## src/rtl/uart_os_rx_pkg.sv

```systemverilog
package uart_os_rx_pkg;
  typedef enum logic [1:0] {
    RX_IDLE,
    RX_START,
    RX_DATA,
    RX_STOP
  } rx_phase_e;
endpackage

```

## src/rtl/uart_os_sampler.sv

```systemverilog
module uart_os_sampler #(
  parameter int OSR = 16,
  parameter int SYNC_STAGES = 2,
  localparam int SLOT_W = $clog2(OSR)
) (
  input  logic              clk,
  input  logic              rst_n,
  input  logic              tick,
  input  logic              rxd,
  output logic              fall,
  output logic              vote,
  output logic [SLOT_W-1:0] age
);
  localparam logic [SLOT_W-1:0] AGE_MAX = SLOT_W'(OSR - 1);

  logic [SYNC_STAGES-1:0] sync_q;
  logic                   samp;
  logic [1:0]             hist_q;
  logic [SLOT_W-1:0]      age_q;

  always_ff @(posedge clk or negedge rst_n) begin
    if (!rst_n) sync_q <= '1;
    else        sync_q <= {sync_q[SYNC_STAGES-2:0], rxd};
  end

  assign samp = sync_q[SYNC_STAGES-1];
  assign fall = tick && hist_q[0] && !samp;
  assign vote = (samp & hist_q[0]) | (samp & hist_q[1]) | (hist_q[0] & hist_q[1]);
  assign age  = fall ? '0 : ((age_q == AGE_MAX) ? AGE_MAX : age_q + 1'b1);

  always_ff @(posedge clk or negedge rst_n) begin
    if (!rst_n) begin
      hist_q <= 2'b11;
      age_q  <= AGE_MAX;
    end else if (tick) begin
      hist_q <= {hist_q[0], samp};
      age_q  <= age;
    end
  end

  assert_fall_age_R5: assert property (@(posedge clk) disable iff (!rst_n)
    fall |=> age_q == '0);
endmodule

```

## src/rtl/uart_os_framer.sv

```systemverilog
module uart_os_framer
  import uart_os_rx_pkg::*;
#(
  parameter int OSR = 16,
  parameter int DATA_W = 8,
  localparam int SLOT_W = $clog2(OSR),
  localparam int CHAR_W = DATA_W + 1
) (
  input  logic              clk,
  input  logic              rst_n,
  input  logic              tick,
  input  logic              fall,
  input  logic              vote,
  input  logic [SLOT_W-1:0] age,
  input  logic              nine_bit,
  output logic              done,
  output logic              stop_bad,
  output logic [DATA_W-1:0] char_data,
  output logic              char_top
);
  localparam logic [SLOT_W-1:0] VOTE_SLOT = SLOT_W'(OSR / 2 + 1);
  localparam logic [SLOT_W-1:0] LAST_SLOT = SLOT_W'(OSR - 1);
  localparam int IDX_W = $clog2(CHAR_W + 1);

  rx_phase_e         phase_q;
  logic [SLOT_W-1:0] slot_q;
  logic [IDX_W-1:0]  idx_q;
  logic [CHAR_W-1:0] shreg_q;
  logic              voted_q;
  logic              prev_vote_q;
  logic [IDX_W-1:0]  last_idx;
  logic              vote_now;
  logic              realign;
  logic [SLOT_W-1:0] realign_slot;

  assign last_idx     = nine_bit ? IDX_W'(DATA_W) : IDX_W'(DATA_W - 1);
  assign vote_now     = tick && (slot_q == VOTE_SLOT) && !voted_q;
  assign realign      = prev_vote_q && !vote && (age != '0);
  assign realign_slot = (age >= SLOT_W'(OSR - 2)) ? LAST_SLOT : age + 1'b1;

  always_ff @(posedge clk or negedge rst_n) begin
    if (!rst_n) begin
      phase_q     <= RX_IDLE;
      slot_q      <= '0;
      idx_q       <= '0;
      shreg_q     <= '0;
      voted_q     <= 1'b0;
      prev_vote_q <= 1'b0;
      done        <= 1'b0;
      stop_bad    <= 1'b0;
    end else begin
      done <= 1'b0;
      if (tick) begin
        unique case (phase_q)
          RX_IDLE: begin
            if (fall) begin
              phase_q <= RX_START;
              slot_q  <= SLOT_W'(1);
              voted_q <= 1'b0;
            end
          end
          RX_START: begin
            if (vote_now) begin
              voted_q <= 1'b1;
              if (vote) phase_q <= RX_IDLE;
              slot_q <= slot_q + 1'b1;
            end else if (slot_q == LAST_SLOT) begin
              phase_q     <= RX_DATA;
              slot_q      <= '0;
              idx_q       <= '0;
              voted_q     <= 1'b0;
              prev_vote_q <= 1'b0;
            end else begin
              slot_q <= slot_q + 1'b1;
            end
          end
          RX_DATA: begin
            if (vote_now) begin
              voted_q     <= 1'b1;
              prev_vote_q <= vote;
              shreg_q     <= {vote, shreg_q[CHAR_W-1:1]};
              slot_q      <= realign ? realign_slot : slot_q + 1'b1;
            end else if (slot_q == LAST_SLOT) begin
              slot_q  <= '0;
              voted_q <= 1'b0;
              if (idx_q == last_idx) phase_q <= RX_STOP;
              else                   idx_q   <= idx_q + 1'b1;
            end else begin
              slot_q <= slot_q + 1'b1;
            end
          end
          RX_STOP: begin
            if (vote_now) begin
              done     <= 1'b1;
              stop_bad <= !vote;
              phase_q  <= RX_IDLE;
            end else begin
              slot_q <= slot_q + 1'b1;
            end
          end
          default: phase_q <= RX_IDLE;
        endcase
      end
    end
  end

  assign char_data = nine_bit ? shreg_q[DATA_W-1:0] : shreg_q[CHAR_W-1:1];
  assign char_top  = shreg_q[CHAR_W-1];

  assert_false_start_R3: assert property (@(posedge clk) disable iff (!rst_n)
    (phase_q == RX_START && vote_now && vote) |=> phase_q == RX_IDLE);
  assert_bit_index_R6: assert property (@(posedge clk) disable iff (!rst_n)
    phase_q == RX_DATA |-> idx_q <= IDX_W'(DATA_W));
  assert_done_from_stop_R10: assert property (@(posedge clk) disable iff (!rst_n)
    done |-> phase_q == RX_IDLE && $past(phase_q) == RX_STOP);
endmodule

```

## src/rtl/uart_os_holdbuf.sv

```systemverilog
module uart_os_holdbuf #(
  parameter int DATA_W = 8
) (
  input  logic              clk,
  input  logic              rst_n,
  input  logic              load,
  input  logic [DATA_W-1:0] in_data,
  input  logic              in_top,
  input  logic              in_bad,
  input  logic              ready,
  output logic              valid,
  output logic [DATA_W-1:0] data,
  output logic              top,
  output logic              ferr,
  output logic              ovr
);
  logic pop;
  assign pop = valid && ready;

  always_ff @(posedge clk or negedge rst_n) begin
    if (!rst_n) begin
      valid <= 1'b0;
      data  <= '0;
      top   <= 1'b0;
      ferr  <= 1'b0;
      ovr   <= 1'b0;
    end else if (load && (!valid || pop)) begin
      valid <= 1'b1;
      data  <= in_data;
      top   <= in_top;
      ferr  <= in_bad;
      ovr   <= 1'b0;
    end else if (pop) begin
      valid <= 1'b0;
      ferr  <= 1'b0;
      ovr   <= 1'b0;
    end else if (load) begin
      ovr <= 1'b1;
    end
  end

  assert_hold_R8: assert property (@(posedge clk) disable iff (!rst_n)
    (valid && !ready) |=> valid && $stable(data) && $stable(top));
  assert_pop_clears_R8: assert property (@(posedge clk) disable iff (!rst_n)
    (valid && ready && !load) |=> !valid && !ovr && !ferr);
  assert_overrun_keep_R11: assert property (@(posedge clk) disable iff (!rst_n)
    (valid && !ready && load) |=> ovr && $stable(data));
endmodule

```

## src/rtl/uart_os_rx.sv

```systemverilog
module uart_os_rx #(
  parameter int OSR = 16,
  parameter int SYNC_STAGES = 2,
  parameter int DATA_W = 8
) (
  input  logic              clk,
  input  logic              rst_n,
  input  logic              sample_tick,
  input  logic              rxd,
  input  logic              nine_bit_mode,
  input  logic              irq_enable,
  input  logic              rx_ready,
  output logic              rx_valid,
  output logic [DATA_W-1:0] rx_data,
  output logic              rx_bit8,
  output logic              rx_frame_err,
  output logic              rx_overrun,
  output logic              rx_irq
);
  localparam int SLOT_W = $clog2(OSR);

  logic              fall;
  logic              vote;
  logic [SLOT_W-1:0] age;
  logic              done;
  logic              stop_bad;
  logic [DATA_W-1:0] char_data;
  logic              char_top;

  uart_os_sampler #(.OSR(OSR), .SYNC_STAGES(SYNC_STAGES)) u_samp (
    .clk(clk), .rst_n(rst_n), .tick(sample_tick), .rxd(rxd),
    .fall(fall), .vote(vote), .age(age)
  );

  uart_os_framer #(.OSR(OSR), .DATA_W(DATA_W)) u_frame (
    .clk(clk), .rst_n(rst_n), .tick(sample_tick), .fall(fall), .vote(vote),
    .age(age), .nine_bit(nine_bit_mode), .done(done), .stop_bad(stop_bad),
    .char_data(char_data), .char_top(char_top)
  );

  uart_os_holdbuf #(.DATA_W(DATA_W)) u_buf (
    .clk(clk), .rst_n(rst_n), .load(done), .in_data(char_data),
    .in_top(char_top), .in_bad(stop_bad), .ready(rx_ready),
    .valid(rx_valid), .data(rx_data), .top(rx_bit8),
    .ferr(rx_frame_err), .ovr(rx_overrun)
  );

  assign rx_irq = rx_valid && irq_enable;

  assert_flags_need_valid_R10: assert property (@(posedge clk) disable iff (!rst_n)
    (rx_frame_err || rx_overrun) |-> rx_valid);
endmodule

```

## config.mk

```make
export PLATFORM = sky130hd
export DESIGN_NAME = uart_os_rx
export DESIGN_NICKNAME = d
export VERILOG_FILES = /design/src/rtl/uart_os_rx_pkg.sv /design/src/rtl/uart_os_sampler.sv /design/src/rtl/uart_os_framer.sv /design/src/rtl/uart_os_holdbuf.sv /design/src/rtl/uart_os_rx.sv
export SDC_FILE = /design/constraint.sdc
export NUM_CORES = 1
export LEC_CHECK = 0
export ABC_AREA = 1
export BUFFER_PORTS_ARGS = -buffer_cell sky130_fd_sc_hd__buf_2
export CORE_MARGIN = 2
export CORE_UTILIZATION = 44
export DETAILED_ROUTE_END_ITERATION = 6
export PLACE_DENSITY = 0.62
export RECOVER_POWER = 50
export SYNTH_ARGS = -nofsm -noshare
export SYNTH_HDL_FRONTEND = slang
export SYNTH_HIERARCHICAL = 1
export SYNTH_SLANG_ARGS = --single-unit
```

## constraint.sdc

```tcl
create_clock -name clk -period 2.8 [get_ports clk]
set_input_delay 0.42 -clock clk [delete_from_list [all_inputs] [get_ports clk]]
set_output_delay 0.42 -clock clk [all_outputs]
set_load 0.05 [all_outputs]
```

==> results of run 1 <==
## cell usage after synthesis
cell / instances
nor2_8: 1
nor2_4: 1
buf_6: 4
ha_1: 11
nor2_2: 2
nand4_1: 4
dfrtp_1: 35
clkbuf_1: 1
nand2_4: 4
inv_2: 2
nor3_1: 1
dfstp_2: 8
o21ai_0: 22
nor2_1: 13
or2_2: 2
xor2_1: 4
nand2_1: 97
o21bai_1: 1
inv_1: 39
nand2_2: 7
nand3_1: 23
nand3_2: 5
buf_2: 2
or2_1: 1
a21oi_1: 10
nand3b_1: 2
o22ai_1: 1
o21ai_2: 9
xnor2_1: 1
## routing by layer
metal	part of all wire, %	vias up
met5	0	-
met4	1.2	0
met3	3.4	5
met2	42	25
met1	53	861
li1	-	1028
## final timing paths
kind                                        startpoint                       endpoint  slack (ns)
max in group asynchronous                        rst_n   u_frame/idx_q[2]$_DFFE_PN0P_        0.72
min                                                rxd     u_samp/sync_q[0]$_DFF_PN1_        0.23
min in group asynchronous                        rst_n      u_buf/data[1]$_DFFE_PN0P_        0.79
max                        u_samp/age_q[0]$_DFFE_PN1P_  u_frame/slot_q[2]$_DFFE_PN0P_        0.41
max reg2reg                u_samp/age_q[0]$_DFFE_PN1P_  u_frame/slot_q[2]$_DFFE_PN0P_        0.41
min reg2reg                 u_samp/sync_q[0]$_DFF_PN1_     u_samp/sync_q[1]$_DFF_PN1_        0.36
## state kept, by name, summed over array words and instances (netlist names), 2 cells and up, named ones only
name / cells
u_buf/data: 8
u_frame/idx_q: 4
u_frame/shreg_q: 9
u_frame/slot_q: 4
u_samp/age_q: 4
u_samp/hist_q: 2
u_samp/sync_q: 2
## area by class of cell
class / instances / area share [%]
multi-input cells: 222 / 43.9
flip-flops and latches: 43 / 39.5
inverters: 41 / 5.59
repair buffers: 20 / 3.68
well taps: 72 / 3.27
clock buffers: 5 / 2.50
clock inverters: 3 / 1.59
## worst register-to-register path: stages (launching register included)
cell and delay (ns):
dfstp_2 0.57, ha_1 0.22, nand3_2 0.09, a21oi_1 0.40
inv_1 0.09, ha_1 0.19, a21oi_1 0.35, nand2_2 0.11
nand2_1 0.08, nand3_1 0.07, nand2_1 0.07, nand2_1 0.04
nand2_1 0.05
## where the power goes
part           leakage (nW)  total (mW)  internal (mW)  switching [mW]
sequential            0.560       0.789          0.704          0.0852
clock                0.0581       0.484          0.266           0.218
combinational         0.842       0.614          0.227           0.386
## per-stage QoR
| stage | area, µm² | hold WS [ns] | util, % | setup slack [ns] | power (mW) |
|---|---|---|---|---|---|
| final | 2750 | 0.234 | 50.0 | 0.415 | 1.89 |
| after global routing | 2750 | 0.214 | 50.0 | 0.136 | 2.05 |
| after CTS | 2750 | 0.222 | 50.0 | 0.443 | 1.91 |
| after detailed placement | 2640 | 0.348 | 48.0 | 0.450 | 1.42 |
| after global placement | 2640 | 0.346 | 48.0 | 0.499 | 1.42 |
| after floorplan | 2510 | 0.124 | - | 0.661 | 1.28 |
## cell families (layout without fill, tap and decap cells)
logic type      after synthesis  in the layout
xor+xnor                      5              5
simple gates                163            163
flops                        43             43
compound gates               43             43
buf+inv                      48             69
fa+ha+maj                    11             11
==> flow_metrics.py, run 1 <==
metrics = {
    "run_status": {
        "run_status": "complete, but fails checks",
        "violations": "max-capacitance violations, max-slew violations",
    },
    "final_layout": {
        "antenna_cells": 0,
        "fillers": 545,
        "finalNetCount": 351,
        "layout_commonest_cell": "nand2_1",
        "seqCellArea_um2": 1090,
        "final_cells": 406,
        "area.growth.synth_to_final_pct": 9.78,
        "final_cell_mix": "nand2_1 (97), inv_1 (39), dfrtp_1 (35)",
        "drive_gt1_share_pct": 20.1,
        "multi_input_area_um2": 1210,
    },
    "route": {
        "drc": 0,
        "dr.pass1.iters": 4,
        "drt-initial-drc-count": 82,
        "wire_per_inst_um": 11.1,
        "antenna_left": 0,
        "wl_um": 4500,
        "via_count": 1919,
        "drt-vias-per-instance": 4.73,
    },
    "synthesis": {
        "synth-seq-cells": 43,
        "synthesis.area_um2": 2510,
        "ys_seq_area_share_pct": 43.3,
        "ys_types": 29,
        "synth_fp_nets": 331,
        "syn_inst": 313,
        "synth_fa_ha_area_share_pct": 5.49,
        "synth_xor_area_share_pct": 1.75,
        "synth_top_family_by_area": "simple AND/OR/NAND/NOR gates",
        "synth-compound-area-share_pct": 10.1,
        "synthMuxAreaShare_pct": 0,
        "yosysWarnings": 6,
        "syn_avg_cell_area_um2": 8.01,
        "yosys-top-cells-area": "dfrtp_1 (35%), nand2_1 (15%), dfstp_2 (8.4%), inv_1 (5.8%), ha_1 (5.5%)",
        "synthSimpleGateAreaFrac_pct": 30.9,
        "synth_top_cell_by_area": "dfrtp_1",
        "synth_top_area_share_pct": 34.9,
    },
    "global_routing": {
        "track_usage_pct": 15.9,
        "antenna_found_initial": 0,
        "grt_use_met1_pct": 22.3,
        "use_met3_pct": 3.39,
        "use_met2_pct": 24.8,
        "top_usage_layer": "met2",
        "grt_max_degree": 44,
        "first_global_vias": 1738,
        "grt_pass1_wl_um": 7890,
        "grt.overflow.total": 0,
    },
    "worst_setup_path": {
        "critPathRequiredTime_ns": 3.04,
        "crit_family": "compound AO/OA/AOI/OAI gates",
        "cp_num_buf_inv": 1,
        "critPathMaxStageDelay_ns": 0.57,
        "crit_top_cell": "nand2_1",
        "cp_max_fo": 7,
        "startpoint_type": "flip-flop",
        "critPathKind": "flip-flop to flip-flop",
        "path_depth": 12,
        "crit_chain": "ha_1 > nand3_2 > a21oi_1 > inv_1 > ha_1 > a21oi_1 > nand2_2 > nand2_1 > nand3_1 > nand2_1 > nand2_1 > nand2_1",
        "crit_arrival_ns": 2.63,
        "ff2ff_path_depth": 12,
        "end_kind": "flip-flop",
        "slowest_stage": "dfstp_2",
    },
    "timing": {
        "relSlewSlack_pct": -50.4,
        "final_max_slew_viol_count": 44,
        "fin_skew_ns": 0.0114,
        "hold_viol": 0,
        "final.min_clock_period_ns": 2.39,
        "setup_viol": 0,
        "fmax_mhz": 419,
        "rsz0062_at_grt": "false",
        "tightest_slew_ns": 2.26,
        "finalCritPeriodShare_pct": 85.2,
        "final.setup.tns_ns": 0,
    },
    "cts": {
        "tritoncts": "built",
        "insertion_delay_ns": 0.29,
        "h-tree-depth": 2,
        "cts_setup_buffers": 0,
        "cts_buffer_depth": 2,
        "clk_pin_slew_ns": 0.09,
        "numCtsBuffers": 5,
        "cts.sinks": 43,
        "ctsHoldBuffers": 0,
        "ctsResizeCount": 0,
        "cts-root-buf": "clkbuf_8",
    },
    "floorplanning": {
        "die_y_um": 79.5,
        "io_pins": 20,
        "initial_core_util_pct": 45.5,
        "core_um2": 5510,
        "die_area_um2": 6320,
        "die_w_um": 79.5,
        "row_count": 27,
    },
    "placement": {
        "hpwl_um": 3250,
        "place_congestion": 0.811,
        "dp.cells": 398,
        "port_buffers": 19,
    },
    "flow_run": {
        "drv_cap": 1,
    },
    "worst_hold_path": {
        "hp-class": "primary input to flip-flop",
        "whs_path_depth": 1,
    },
    "power_and_ir_drop": {
        "power.density_nw_per_um2": 686,
        "irDropWorstVdd_uv": 319,
        "power_leakage_nw": 1.46,
    },
}
Note: power is estimated with default switching activity, not from simulation.
==> run 2, diff against run 1 <==
ABC_AREA = unset   (was 1)
==> flow_metrics.py, run 2 <==
metrics = {
    "timing": {
        "tightest_slew_ns": 2.25,
        "fmax_mhz": 390,
        "fin_skew_ns": 0.00545,
        "final.min_clock_period_ns": 2.56,
        "hold_viol": 0,
        "setup_viol": 0,
        "final.setup.tns_ns": 0,
        "finalCritPeriodShare_pct": 91.5,
        "rsz0062_at_grt": "false",
        "fin_worst_hold_slack_ns": 0.216,
        "relSlewSlack_pct": -49.9,
        "final_max_slew_viol_count": 44,
        "fin_ws_ns": 0.238,
    },
    "synthesis": {
        "synth_edf_count": 0,
        "synth_top_cell_by_area": "dfrtp_1",
        "syn_inst": 218,
        "yosys-top-cells-area": "dfrtp_1 (35%), mux2_2 (9.0%), dfstp_2 (8.4%), mux2_4 (7.2%), ha_1 (5.5%)",
        "async_flop_share_pct": 100,
        "yosysMostFrequentCell": "dfrtp_1",
        "ys_seq_area_share_pct": 43.4,
        "yosysWarnings": 6,
        "syn_avg_cell_area_um2": 11.5,
        "synthFlopType": "dfrtp_1",
        "ys_top_cells_by_count": "dfrtp_1 (35), mux2_2 (20), nand2_1 (16)",
        "synth_fp_nets": 236,
        "synth_top_area_share_pct": 35.0,
        "ys_types": 54,
        "synthesis.area_um2": 2500,
        "synth-seq-cells": 43,
    },
    "cts": {
        "cts_buffer_depth": 2,
        "ctsHoldBuffers": 0,
        "insertion_delay_ns": 0.29,
        "tritoncts": "built",
        "numCtsBuffers": 5,
        "cts-root-buf": "clkbuf_8",
        "clk_pin_slew_ns": 0.09,
        "cts.sinks": 43,
        "h-tree-depth": 2,
    },
    "worst_setup_path": {
        "critPathRequiredTime_ns": 3.02,
        "crit_arrival_ns": 2.78,
        "cp_max_fo": 6,
        "crit_chain": "ha_2 > nand3_1 > a21oi_4 > inv_1 > ha_1 > a21boi_0 > and2_1 > mux2_2 > o21ai_0",
        "critPathKind": "flip-flop to flip-flop",
        "startpoint_type": "flip-flop",
        "slowest_stage": "dfstp_2",
        "critPathMaxStageDelay_ns": 0.61,
        "end_kind": "flip-flop",
    },
    "route": {
        "drc": 0,
        "via_count": 1703,
        "drt-vias-per-instance": 5.42,
        "antenna_left": 0,
        "dr.pass1.iters": 4,
        "wl_um": 4510,
        "wire_per_inst_um": 14.4,
        "drt-initial-drc-count": 86,
    },
    "final_layout": {
        "final_cell_mix": "dfrtp_1 (35), mux2_2 (20), buf_2 (17)",
        "largest_reg_flops": 9,
        "drive_gt1_share_pct": 32.6,
        "finalNetCount": 259,
        "top_register": "u_frame/shreg_q",
        "layout_commonest_cell": "dfrtp_1",
        "antenna_cells": 0,
        "largestRegisters": "u_frame/shreg_q (9), u_buf/data (8)",
        "area.growth.synth_to_final_pct": 9.30,
    },
    "floorplanning": {
        "die_y_um": 79.4,
        "core_um2": 5510,
        "die_w_um": 79.4,
        "row_count": 27,
        "die_area_um2": 6310,
        "io_pins": 20,
        "initial_core_util_pct": 45.5,
    },
    "placement": {
        "port_buffers": 19,
        "place_congestion": 0.810,
        "hpwl_um": 3230,
        "dp_slack_ns": 0.256,
    },
    "global_routing": {
        "top_usage_layer": "met2",
        "grt_pass1_wl_um": 7800,
        "use_met3_pct": 2.71,
        "track_usage_pct": 15.8,
        "grt_max_degree": 44,
        "grt.overflow.total": 0,
        "grt_use_met1_pct": 23.0,
        "first_global_vias": 1599,
        "use_met2_pct": 23.7,
        "antenna_found_initial": 0,
    },
    "flow_run": {
        "drv_cap": 1,
    },
    "power_and_ir_drop": {
        "power.density_nw_per_um2": 709,
        "power_leakage_nw": 1.29,
        "total_power_mw": 1.94,
        "irDropWorstVdd_uv": 320,
    },
    "run_status": {
        "run_status": "complete, but fails checks",
        "violations": "max-capacitance violations, max-slew violations",
    },
    "worst_hold_path": {
        "hp-class": "primary input to flip-flop",
    },
}
==> run 2: cell types whose count changed in the layout (fill, tap and decap cells not counted), moves of 4 or more <==
cell,previous run,this run
o21ai_2,9,0
a211oi_1,0,4
nand2_4,4,0
o21ai_0,22,5
nand3_2,5,0
nand3_1,23,9
mux2i_1,0,5
mux2_2,0,20
nand2_2,7,0
mux2_4,0,12
nand2_1,97,16
inv_1,39,11
==> run 2: layout make-up <==
class | instances | area, µm²
Clock buffer | 5 | 68.8
Clock inverter | 3 | 23.8
Fill cell | 500 | 2770
Inverter | 11 | 41.3
Multi-Input combinational cell | 157 | 1310
Sequential cell | 43 | 1090
Tap cell | 72 | 90.1
Timing Repair Buffer | 23 | 119
==> run 2: layer usage <==
layer,vias up,routed length (µm)
li1,845,-
met1,831,2310
met2,23,2020
met3,4,122
met4,0,55
met5,-,0
==> run 2: cells by family (layout without fill, tap and decap cells) <==
group	Yosys count	in the layout	share of synthesized area, %
flip-flops	43	43	43.4
AND/OR/NAND/NOR	59	59	13.5
XOR/XNOR	2	2	0.700
buffers and inverters	18	42	4.50
AO/OA/AOI/OAI	47	47	13.8
multiplexers	37	37	18.2
adder cells (fa/ha/maj)	12	12	5.90
==> run 2: critical path, delay by kind of cell (launching register included) <==
kind / cells / cell delay, ns
muxes: 1 / 0.35
buffers and inverters: 1 / 0.09
AOI/OAI and AO/OA: 3 / 0.61
and+or+nand+nor: 2 / 0.41
DFF: 1 / 0.61
adders and majority gates: 2 / 0.42
==> run 2: stage by stage <==
stage,cell area (µm²),instances,util (%)
detailed placement,2650,306,48.1
global route,2740,314,49.7
floorplan,2500,218,-
global placement,2650,306,48.1
CTS,2740,314,49.8
finish,2740,314,49.7
==> run 2: worst paths after layout <==
| kind | slack [ns] | end | cells after the start | from |
|---|---|---|---|---|
| min in group asynchronous | 0.78 | u_buf/data[3]$_DFFE_PN0P_ | 1 | rst_n |
| worst max-delay path | 0.24 | u_frame/slot_q[2]$_DFFE_PN0P_ | 9 | u_samp/age_q[0]$_DFFE_PN1P_ |
| max in group asynchronous | 0.74 | u_frame/voted_q$_DFFE_PN0P_ | 1 | rst_n |
| worst min-delay path | 0.22 | u_samp/sync_q[0]$_DFF_PN1_ | 1 | rxd |
| worst max register to register | 0.24 | u_frame/slot_q[2]$_DFFE_PN0P_ | 9 | u_samp/age_q[0]$_DFFE_PN1P_ |
| worst min register to register | 0.36 | u_samp/sync_q[1]$_DFF_PN1_ | 0 | u_samp/sync_q[0]$_DFF_PN1_ |
==> run 2: power by group <==
part / total (mW) / internal (mW) / switching (mW)
clock network: 0.404 / 0.178 / 0.225
logic: 0.650 / 0.328 / 0.322
registers: 0.885 / 0.746 / 0.139
total: 1.94 / 1.25 / 0.686
==> run 2: repair_timing <==
| item | CTS | global route |
|---|---|---|
| setup endpoints to repair | 0 | 2 |
| gates resized for setup | 0 | 2 |
| buffers inserted | 0 | 0 |
==> run 3, diff against run 2 <==
clock period = 2.4 ns   (was 2.8 ns; I/O delays follow)
==> flow_metrics.py, run 3 (synthesized netlist as in run 2, its figures left out) <==
metrics = {
    "run_status": {
        "run_status": "complete, but fails checks",
        "violations": "max-capacitance violations, max-slew violations",
    },
    "route": {
        "dr.pass1.iters": 4,
        "drt-initial-drc-count": 94,
        "drt-vias-per-instance": 5.36,
        "via_count": 1709,
        "antenna_left": 0,
        "wl_um": 4720,
        "drc": 0,
        "wire_per_inst_um": 14.8,
    },
    "cts": {
        "h-tree-depth": 2,
        "numCtsBuffers": 5,
        "tritoncts": "built",
        "insertion_delay_ns": 0.29,
        "clk_pin_slew_ns": 0.08,
        "cts.sinks": 43,
        "ctsHoldBuffers": 0,
        "cts_buffer_depth": 2,
        "cts-root-buf": "clkbuf_8",
    },
    "final_layout": {
        "final_util_pct": 50.4,
        "multi_input_area_um2": 1320,
        "seqCellArea_um2": 1090,
        "drive_gt1_share_pct": 34.0,
        "antenna_cells": 0,
        "final_cell_mix": "dfrtp_1 (35), mux2_2 (20), buf_2 (17)",
        "fin_area_um2": 2770,
        "area.growth.synth_to_final_pct": 10.7,
        "largest_reg_flops": 9,
        "finalNetCount": 264,
        "largestRegisters": "u_frame/shreg_q (9), u_buf/data (8)",
        "final_cells": 319,
        "top_register": "u_frame/shreg_q",
        "layout_commonest_cell": "dfrtp_1",
        "fillers": 498,
    },
    "placement": {
        "dp.cells": 311,
        "port_buffers": 19,
        "dp_slack_ns": 0.0720,
        "placed_cell_area_um2": 2690,
        "place_congestion": 0.787,
        "hpwl_um": 3180,
    },
    "worst_setup_path": {
        "critPathKind": "primary input to flip-flop",
        "critPathRequiredTime_ns": 2.58,
        "crit_top_cell": "clkbuf_1",
        "critPathMaxStageDelay_ns": 0.61,
        "end_kind": "flip-flop",
        "crit_chain": "clkbuf_1 > clkbuf_1 > nand4b_1 > or2_2 > nor2_4 > mux2_2",
        "slowest_stage": "clkbuf_1",
        "crit_arrival_ns": 2.38,
        "cp_max_fo": 15,
        "startpoint_type": "primary input",
    },
    "timing": {
        "relSlewSlack_pct": -36.9,
        "hold_viol": 0,
        "finalCritPeriodShare_pct": 91.9,
        "final_max_slew_viol_count": 39,
        "setup_viol": 0,
        "final.min_clock_period_ns": 2.20,
        "rsz0062_at_grt": "false",
        "fin_ws_ns": 0.195,
        "fin_skew_ns": 0.00654,
        "fmax_mhz": 454,
        "fin_worst_hold_slack_ns": 0.167,
        "final.setup.tns_ns": 0,
        "tightest_slew_ns": 2.05,
    },
    "global_routing": {
        "first_global_vias": 1650,
        "grt_max_degree": 39,
        "antenna_found_initial": 0,
        "grt.overflow.total": 0,
        "track_usage_pct": 16.2,
        "grt_pass1_wl_um": 8070,
    },
    "floorplanning": {
        "io_pins": 20,
        "row_count": 27,
        "die_area_um2": 6310,
        "initial_core_util_pct": 45.5,
        "die_y_um": 79.4,
        "core_um2": 5510,
        "die_w_um": 79.4,
    },
    "worst_hold_path": {
        "hp-class": "primary input to flip-flop",
    },
    "power_and_ir_drop": {
        "swShare_pct": 35.1,
        "irDropWorstVdd_uv": 391,
        "power_frac_comb_pct": 35.5,
        "total_power_mw": 2.31,
        "switchingPower_mw": 0.811,
        "clockPowerShare_pct": 19.9,
        "pwr-share-seq_pct": 44.7,
        "power_leakage_nw": 1.32,
        "power.density_nw_per_um2": 833,
        "p_int_mw": 1.50,
    },
    "flow_run": {
        "drv_cap": 1,
    },
}
[run 3: layout make-up]
cell class	count	area share, %
Sequential cell	43	39.2
Timing Repair Buffer	28	5.51
Clock inverter	2	0.451
Multi-Input combinational cell	157	47.5
Inverter	11	1.49
Clock buffer	6	2.62
Tap cell	72	3.25
[run 3: critical path, delay by kind of cell]
family                 cells  cell delay (ns)
and+or+nand+nor            3             0.91
buffers and inverters      2             0.74
muxes                      1             0.37
[run 3: what timing repair did]
action / in CTS / in global routing
setup endpoints to repair: 0 / 4
gates resized for setup: 0 / 4
setup buffers: 0 / 0
[run 3: metal layers]
layer	up-vias	global-route usage (%)	routed length (µm)
met2	28	23.0	2020
met5	-	0	0
met4	0	4.83	31
met1	814	24.4	2530
li1	863	-	-
met3	4	3.73	134
[run 3: power groups by stage]
stage | logic (mW) | clock network [mW] | registers [mW]
6_report | 0.819 | 0.459 | 1.03
5_1_grt | 0.934 | 0.509 | 1.06
4_1_cts | 0.804 | 0.475 | 1.02
3_5_place_dp | 0.801 | 0 | 1.03
3_3_place_gp | 0.804 | 0 | 1.02
2_1_floorplan | 0.593 | 0 | 0.987
[run 3: worst paths after layout]
path                            slack, ns  cells after the start                              to                        start
worst min-delay path                 0.17                      1      u_samp/sync_q[0]$_DFF_PN1_                          rxd
worst max register to register       0.20                     10   u_frame/slot_q[0]$_DFFE_PN0P_  u_samp/age_q[1]$_DFFE_PN1P_
worst min register to register       0.37                      0      u_samp/sync_q[1]$_DFF_PN1_   u_samp/sync_q[0]$_DFF_PN1_
max in group asynchronous            0.57                      1      asynchronous set/reset pin                        rst_n
min in group asynchronous            0.63                      1  u_frame/shreg_q[3]$_DFFE_PN0P_                        rst_n
worst max-delay path                 0.20                      6  u_frame/shreg_q[0]$_DFFE_PN0P_                  sample_tick
